**src/rtl/stoch_pkg.sv**
```systemverilog
// Package: shared constants and the scaling-table generator for the
// stochastic stream converter. Assumes probabilities are unsigned fractions
// over 2**PROB_W and that the table covers non-negative magnitudes only.
package stoch_pkg;

    // Value stored for magnitude k: half scale plus a linear ramp that stays
    // below full scale for every magnitude the symbol width allows.
    function automatic int unsigned half_prob(int unsigned k, int prob_w, int sym_w);
        int unsigned step;
        step = 1 << (prob_w - sym_w);
        return (1 << (prob_w - 1)) + k * step;
    endfunction

endpackage

```
**src/rtl/stoch_scale_lut.sv**
```systemverilog
// Scaling table for half the symbol range. Maps a two's-complement symbol
// to (probability of its clamped magnitude, sign). Assumes PROB_W > SYM_W so
// every computed entry fits. Purely combinational.
module stoch_scale_lut #(
    parameter int SYM_W  = 6,
    parameter int PROB_W = 7
) (
    input  logic [SYM_W-1:0]  sym,
    output logic [PROB_W-1:0] prob,
    output logic              neg
);
    import stoch_pkg::*;

    localparam int MAG_W = SYM_W - 1;
    localparam int DEPTH = 1 << MAG_W;

    logic [PROB_W-1:0] half_tab [DEPTH];
    logic [SYM_W-1:0]  mag_full;
    logic [MAG_W-1:0]  mag;

    // Table contents computed from the package function, one entry per magnitude.
    for (genvar k = 0; k < DEPTH; k++) begin : g_tab
        assign half_tab[k] = PROB_W'(half_prob(k, PROB_W, SYM_W));
    end

    // Magnitude with saturation of the most negative code.
    always_comb begin
        neg      = sym[SYM_W-1];
        mag_full = neg ? (~sym + 1'b1) : sym;
        mag      = mag_full[SYM_W-1] ? {MAG_W{1'b1}} : mag_full[MAG_W-1:0];
        prob     = half_tab[mag];
    end
endmodule

```
**src/rtl/stoch_rng.sv**
```systemverilog
// Shared random engine: two Fibonacci LFSRs stepped together; the random
// word is formed by XORing bit i of A with bit (i+ROT) mod W of B.
// Assumes both tap choices give primitive polynomials and nonzero seeds.
module stoch_rng #(
    parameter int              LFSR_W = 10,
    parameter int              OUT_W  = 7,
    parameter int              TAP_A  = 6,
    parameter int              TAP_B  = 2,
    parameter int              ROT    = 3,
    parameter logic [LFSR_W-1:0] SEED_A = 10'h2A5,
    parameter logic [LFSR_W-1:0] SEED_B = 10'h13C
) (
    input  logic              clk,
    input  logic              rst_n,
    input  logic              step,
    output logic [LFSR_W-1:0] state_a,
    output logic [LFSR_W-1:0] state_b,
    output logic [OUT_W-1:0]  rnd
);
    // Advance both registers once per enabled cycle.
    always_ff @(posedge clk) begin
        if (!rst_n) begin
            state_a <= SEED_A;
            state_b <= SEED_B;
        end else if (step) begin
            state_a <= {state_a[LFSR_W-2:0], state_a[LFSR_W-1] ^ state_a[TAP_A]};
            state_b <= {state_b[LFSR_W-2:0], state_b[LFSR_W-1] ^ state_b[TAP_B]};
        end
    end

    // Random word bits from a rotated pairing of the two registers.
    for (genvar i = 0; i < OUT_W; i++) begin : g_mix
        localparam int BI = (i + ROT) % LFSR_W;
        assign rnd[i] = state_a[i] ^ state_b[BI];
    end
endmodule

```
**src/rtl/stoch_lane.sv**
```systemverilog
// One variable-node lane: holds a probability and sign, and on each enabled
// cycle registers (prob > rnd) XOR sign. A write updates the held value
// for later cycles; the same-edge comparison uses the old value.
module stoch_lane #(
    parameter int PROB_W = 7
) (
    input  logic              clk,
    input  logic              rst_n,
    input  logic              wr_en,
    input  logic [PROB_W-1:0] wr_prob,
    input  logic              wr_neg,
    input  logic              run_en,
    input  logic [PROB_W-1:0] rnd,
    output logic              bit_out
);
    logic [PROB_W-1:0] prob_q;
    logic              neg_q;

    // Held probability/sign and the registered stream bit.
    always_ff @(posedge clk) begin
        if (!rst_n) begin
            prob_q  <= '0;
            neg_q   <= 1'b0;
            bit_out <= 1'b0;
        end else begin
            if (run_en)
                bit_out <= (prob_q > rnd) ^ neg_q;
            if (wr_en) begin
                prob_q <= wr_prob;
                neg_q  <= wr_neg;
            end
        end
    end
endmodule

```
**src/rtl/stoch_stream_conv.sv**
```systemverilog
// Top: serial symbol loading into NUM_VN lanes through one scaling table,
// one shared random engine, one comparator per lane. Assumes the index
// width covers NUM_VN; indexes at or above NUM_VN are dropped.
module stoch_stream_conv #(
    parameter int NUM_VN = 5,
    parameter int SYM_W  = 6,
    parameter int PROB_W = 7,
    parameter int LFSR_W = 10,
    parameter int IDX_W  = (NUM_VN > 1) ? $clog2(NUM_VN) : 1
) (
    input  logic              clk,
    input  logic              rst_n,
    input  logic              sym_load,
    input  logic [IDX_W-1:0]  sym_index,
    input  logic [SYM_W-1:0]  sym_value,
    input  logic              run_en,
    output logic [NUM_VN-1:0] stream_out
);
    logic [PROB_W-1:0] lut_prob;
    logic              lut_neg;
    logic [PROB_W-1:0] rnd_word;
    logic [LFSR_W-1:0] rng_a;
    logic [LFSR_W-1:0] rng_b;

    stoch_scale_lut #(.SYM_W(SYM_W), .PROB_W(PROB_W)) u_lut (
        .sym  (sym_value),
        .prob (lut_prob),
        .neg  (lut_neg)
    );

    stoch_rng #(.LFSR_W(LFSR_W), .OUT_W(PROB_W)) u_rng (
        .clk     (clk),
        .rst_n   (rst_n),
        .step    (run_en),
        .state_a (rng_a),
        .state_b (rng_b),
        .rnd     (rnd_word)
    );

    // One lane per variable node, written when its index is addressed.
    for (genvar v = 0; v < NUM_VN; v++) begin : g_lane
        logic wr_hit;
        assign wr_hit = sym_load && (sym_index == IDX_W'(v));
        stoch_lane #(.PROB_W(PROB_W)) u_lane (
            .clk     (clk),
            .rst_n   (rst_n),
            .wr_en   (wr_hit),
            .wr_prob (lut_prob),
            .wr_neg  (lut_neg),
            .run_en  (run_en),
            .rnd     (rnd_word),
            .bit_out (stream_out[v])
        );
    end
endmodule

```
**config.mk**
```make
export PLATFORM = sky130hd
export DESIGN_NAME = stoch_stream_conv
export DESIGN_NICKNAME = d
export VERILOG_FILES = /design/src/rtl/stoch_pkg.sv /design/src/rtl/stoch_scale_lut.sv /design/src/rtl/stoch_rng.sv /design/src/rtl/stoch_lane.sv /design/src/rtl/stoch_stream_conv.sv
export SDC_FILE = /design/constraint.sdc
export NUM_CORES = 1
export LEC_CHECK = 0
export ABC_AREA = 1
export ABC_CLOCK_PERIOD_IN_PS = 2200
export CAP_MARGIN = 20
export CORE_UTILIZATION = 30
export DETAILED_ROUTE_END_ITERATION = 12
export PLACE_DENSITY = 0.49
export RECOVER_POWER = 25
export SKIP_LAST_GASP = 1
export SLEW_MARGIN = 20
export SYNTH_ARGS = -nofsm -noshare
export SYNTH_HDL_FRONTEND = slang
export SYNTH_SLANG_ARGS = --single-unit
```
**constraint.sdc**
```tcl
create_clock -name clk -period 2.2 [get_ports clk]
set_input_delay 0.44 -clock clk [delete_from_list [all_inputs] [get_ports clk]]
set_output_delay 0.44 -clock clk [all_outputs]
set_load 0.03 [all_outputs]
```
Word-level counts from Yosys, hierarchy flattened
Memory sizes are Yosys's and may differ from the RTL's.
Index checks and enable logic that the tools add are counted.

word-level totals
  RAM bits = 0
  memory bits (read-only) = 224
  input bits = 13
  memories kept = 1
  bits in registers = 65
  latch bits = 0
  logic and storage cells = 55

cells by class
  shifts and indexed selects = 0
  $lt $le $gt $ge = 6
  add/sub/neg operators = 1
  $mul = 0
  equal/unequal tests = 4
  divide/modulo/power cells = 0
  reduce and logical (&&, ||, !) cells = 6
  bitwise gates (word level) = 16
  multiplexer cells = 4

memory list
  name             depth  bits a word  rd ports  clocked after Yosys merged registers in  write ports  line                   source
  (no name shown)  32     7            1         0                                        0            stoch_scale_lut.sv:31  prob = half_tab[mag];

operators by type and width
  cell                   count
  $gt A7 B7 Y1           5
  $mux W7                2
  $xor A1 B1 Y1          14
  $add A6 B1 Y6 const B  1
  $eq A3 B2 Y1 const B   2
  $ge A6 B6 Y1 const B   1
  $mux W6                1
  $not A5 Y6             1
  $not A6 Y6             1
  $logic_and A1 B1 Y1    5
  $mux W5                1
  $eq A3 B1 Y1 const B   1
  $eq A3 B3 Y1 const B   1
  $logic_not A3 Y1       1

Depth between registers and ports, before layout
  word-level depth = 8
  depth in mapped cells = 13
  gate-level depth less buffers = 13

By module
Synthesis repeated with hierarchy kept, for this count alone.

unflattened totals
  cells, all modules = 506
  area, all modules = 3559.7 um2

modules (own cells, without submodules)
  module             seq. area each (um2)  area an instance (um2)  cells an instance  times used
  stoch_lane         180.2                 505.5                   72                 5
  stoch_rng          400.4                 804.5                   98                 1
  stoch_scale_lut    0.0                   172.7                   34                 1
  stoch_stream_conv  0.0                   55.1                    14                 1

Worst setup path before layout
Ideal clock, no wire load.

  path kind = reg-to-reg
  start point = register u_rng.state_a[6]
  end point = register g_lane[2].u_lane.bit_out
  data arrival time = 1.464 ns
  clock period less this slack = 1.573 ns
  setup slack = 0.627 ns
  data required time = 2.091 ns
  stages on the path, launching flop included = 11
  cell sequence = dfxtp_1 -> xnor2_1 -> ha_1 -> nand2_1 -> nor2_1 -> a21oi_1 -> nand2_1 -> nand3_1 -> nand3_1 -> nand2_1 -> inv_1

between the ends
  word-level cells in the longest chain between the ends = 3

ends and longest elaborated chain
  item                      line              source
  start: declaration        stoch_rng.sv:16   output logic [LFSR_W-1:0] state_a,
  start signal: assignment  stoch_rng.sv:26   state_a <= {state_a[LFSR_W-2:0], state_a[LFSR_W-1] ^ state_a[TAP_A]};
  $xor A1 B1 Y1             stoch_rng.sv:34   assign rnd[i] = state_a[i] ^ state_b[BI];
  $gt A7 B7 Y1              stoch_lane.sv:27  bit_out <= (prob_q > rnd) ^ neg_q;
  $xor A1 B1 Y1             stoch_lane.sv:27
  end signal: assignment    stoch_lane.sv:27
  end: declaration          stoch_lane.sv:14  output logic bit_out

Every way passes these cells.
A chain may end at the register's enable or synchronous reset.

Worst setup path after layout
  start point = register u_rng.state_b[9]
  end point = register g_lane[0].u_lane.bit_out

between the ends
  word-level cells in the longest chain between the ends = 3

ends and longest elaborated chain
  item                      line              source
  start: declaration        stoch_rng.sv:17   output logic [LFSR_W-1:0] state_b,
  start signal: assignment  stoch_rng.sv:27   state_b <= {state_b[LFSR_W-2:0], state_b[LFSR_W-1] ^ state_b[TAP_B]};
  $xor A1 B1 Y1             stoch_rng.sv:34
  $gt A7 B7 Y1              stoch_lane.sv:27
  $xor A1 B1 Y1             stoch_lane.sv:27
  end signal: assignment    stoch_lane.sv:27
  end: declaration          stoch_lane.sv:14

Every way passes these cells.

==> impl_metrics.tcl <==
set metrics [dict create \
    clock_path_buffers 2 \
    end_kind "register" \
    cpMostUsedCell "nand2_1" \
    hold_path.class "reg2reg" \
    yosysMostFrequentCell "nand2_1" \
    drive_above_1_share_pct 11.0 \
    p_clk_share_pct 36.2 \
    via_count 3082 \
    io_pins 18 \
    layout_min_cycle_time_ns 1.84 \
    tritoncts "yes" \
    grt_antenna_before_repair 0 \
    cap_violations 0 \
    root_buffer "clkbuf_8" \
    worst-r2r-cell-count 12 \
    vias_per_cell 4.63 \
    cts_buffers 9 \
    core_um2 10800 \
    routedWlPerCell_um 12.8 \
    cts_hold_buf 0 \
    start_util_pct 30.8 \
    final_nets 549 \
    worstSkewPairLatency_ns 0.34 \
    critical_path.endpoint "g_lane[0].u_lane.bit_out" \
    cp-start-kind "register" \
    period_share_pct 83.8 \
    leakage_nw 1.93 \
    fin_skew_ns 0.0111 \
    syn2layout_area_growth_pct 16.7 \
    syn_area_per_cell_um2 6.75 \
    tightest_slew_ns 0.786 \
    p_sw_w 0.000846 \
    synth_largest_area_cell "dfxtp_1" \
    worstReg2RegStart "u_rng.state_b[9]" \
    hold_ws_ns 0.470 \
    synth_nets 523 \
    max_freq_mhz 542 \
    hold_depth 2 \
    synth_edf_count 0 \
    setup_violations 0 \
    grt_use_total_pct 16.6 \
    yosys.area.top_type_share_pct 36.0 \
    grt_pass1_wl_mm 14.5 \
    synthTopCellsByArea "dfxtp_1 36%, nand2_1 12%, inv_1 8.3%" \
    rsz0062_at_grt "false" \
    crit_required_ns 2.45 \
    place_inst 649 \
    final-hold-violation-count 0 \
    internal_power_w 0.00188 \
    ant_nets 0 \
    totalWireLength_mm 8.52 \
    syn-cell-area_um2 3340 \
    slowest_stage "dfxtp_1" \
    yosys_register_bits 60 \
    ff2ff_setup_slack_ns 0.36 \
    synth_warnings 0 \
    grt_max_degree 31 \
    hpwl_mm 6.44 \
    critPathMaxStageDelay_ns 0.34 \
    synth.top_cells.by_count "110 x nand2_1, 74 x inv_1, 60 x dfxtp_1" \
    chipWidth_um 107 \
    drc 0 \
    crit_chain "xnor2_1 -> buf_4 -> ha_1 -> nand3_1 -> nor2_2 -> nand2_1 -> nand2_1 -> nand2_1 -> nand2_1 -> nand3_1 -> nand2_1 -> inv_1" \
    grt_pass1_vias 2995 \
    synth_cell_type_count 28 \
    fp-row-count 38 \
    tns_ns 0 \
    max-vdd-ir-drop_v 0.000293 \
    die_area_um2 11500 \
    yosysSeqAreaShare_pct 36.0 \
    timing.rr.end "g_lane[0].u_lane.bit_out" \
    synth_ff_type "dfxtp_1" \
    htree_levels 3 \
    dieHeight_um 107 \
    diodes 0 \
    combinationalPowerShare_pct 20.3 \
    overflow 0 \
    maxSlewViolCount 0 \
    drt_iter0_markers 132 \
    syn_inst 494 \
    max_slew_margin_pct 47.6 \
    arrival_ns 2.10 \
    swShare_pct 31.1 \
    firstDrtPassIters 4 \
    clock_sinks 60 \
    finalNonFillerCells 665 \
    place_congestion 0.816 \
    io_buffers 17 \
    clkTransAtPathRegs_ns 0.07 \
    crit_type "reg2reg" \
    p_per_area_nw_per_um2 699 \
    cts.repair.resized 0 \
    seq_power_share_pct 43.4 \
    path_max_fanout 5 \
    status "finished, final reports clean" \
    post_cts_buffers 0 \
    critPathLaunch "u_rng.state_b[9]" \
    synth-async-reset-ratio_pct 0 \
]
-- stage by stage --
stage,utilization [%],area (um^2),setup slack (ns),total power (W)
final,35.9,3890,0.356,0.00272
after global routing,35.9,3890,0.199,0.00290
after CTS,36.0,3900,0.325,0.00277
after detailed placement,34.2,3710,0.143,0.00176
after global placement,34.2,3710,0.171,0.00176
after floorplan,-,3340,0.627,0.00159
-- layout by cell type, fill, tap and decap left out, types with 3 or more instances in the layout --
cell             count
nand2_1            110
inv_1               74
dfxtp_1             60
nand3_1             45
a21oi_1             42
o21ai_0             39
nor2_1              37
ha_1                16
clkdlybuf4s50_1     16
buf_4               12
inv_2                9
clkbuf_8             9
o211ai_1             8
nor2_2               7
nand2_2              7
xnor2_1              5
nor3_1               3
o21bai_1             3
-- how the worst min path moves through the flow --
stage	from	end
after CTS	u_rng.state_a[7]	u_rng.state_a[7]
final	u_rng.state_a[7]	u_rng.state_a[7]
after global routing	g_lane[3].u_lane.prob_q[6]	g_lane[3].u_lane.prob_q[6]
after global placement	u_rng.state_a[7]	u_rng.state_a[7]
after detailed placement	u_rng.state_b[1]	u_rng.state_b[2]
after floorplan	u_rng.state_a[7]	u_rng.state_a[7]
-- power by group through the flow --
stage	Clock (W)	Combinational, W	Sequential, W
global placement	0	0.000552	0.00121
floorplan	0	0.000392	0.00120
global route	0.00107	0.000640	0.00119
CTS	0.00102	0.000560	0.00118
finish	0.000987	0.000554	0.00118
detailed placement	0	0.000556	0.00121
-- metal layers --
metal  track usage, %  wire length [um]
met5                0                 0
met4             6.26               195
met3             3.63               145
met2             28.2              3990
met1             20.4              4190
-- final cells by class --
type,instances,area (um^2)
Tap cell,140,175
Sequential cell,60,1200
Clock inverter,6,65.1
Fill cell,1193,6950
Inverter,83,312
Timing Repair Buffer,32,289
Multi-Input combinational cell,334,1720
Clock buffer,10,128
-- cells by family after synthesis --
family	after synthesis	synth area share, %
AO/OA/AOI/OAI	95	15.3
XOR/XNOR	7	1.84
adder cells (fa/ha/maj)	16	6.00
buffers and inverters	100	12.3
flip-flops	60	36.0
AND/OR/NAND/NOR	216	28.5
-- flip-flops by register name (all words and copies together), names as in the netlist --
name and count:
g_lane.u_lane.bit_out 5, g_lane.u_lane.neg_q 5, g_lane.u_lane.prob_q 30, u_rng.state_a 10, u_rng.state_b 10
-- critical path: cells and delay by family (launching register included) --
kind	cells	cell delay [ns]
flip-flops	1	0.34
adder cells (fa/ha/maj)	1	0.32
buffers and inverters	2	0.20
XOR/XNOR	1	0.13
AND/OR/NAND/NOR	8	0.75
Note: power is estimated with default switching activity, not from simulation.
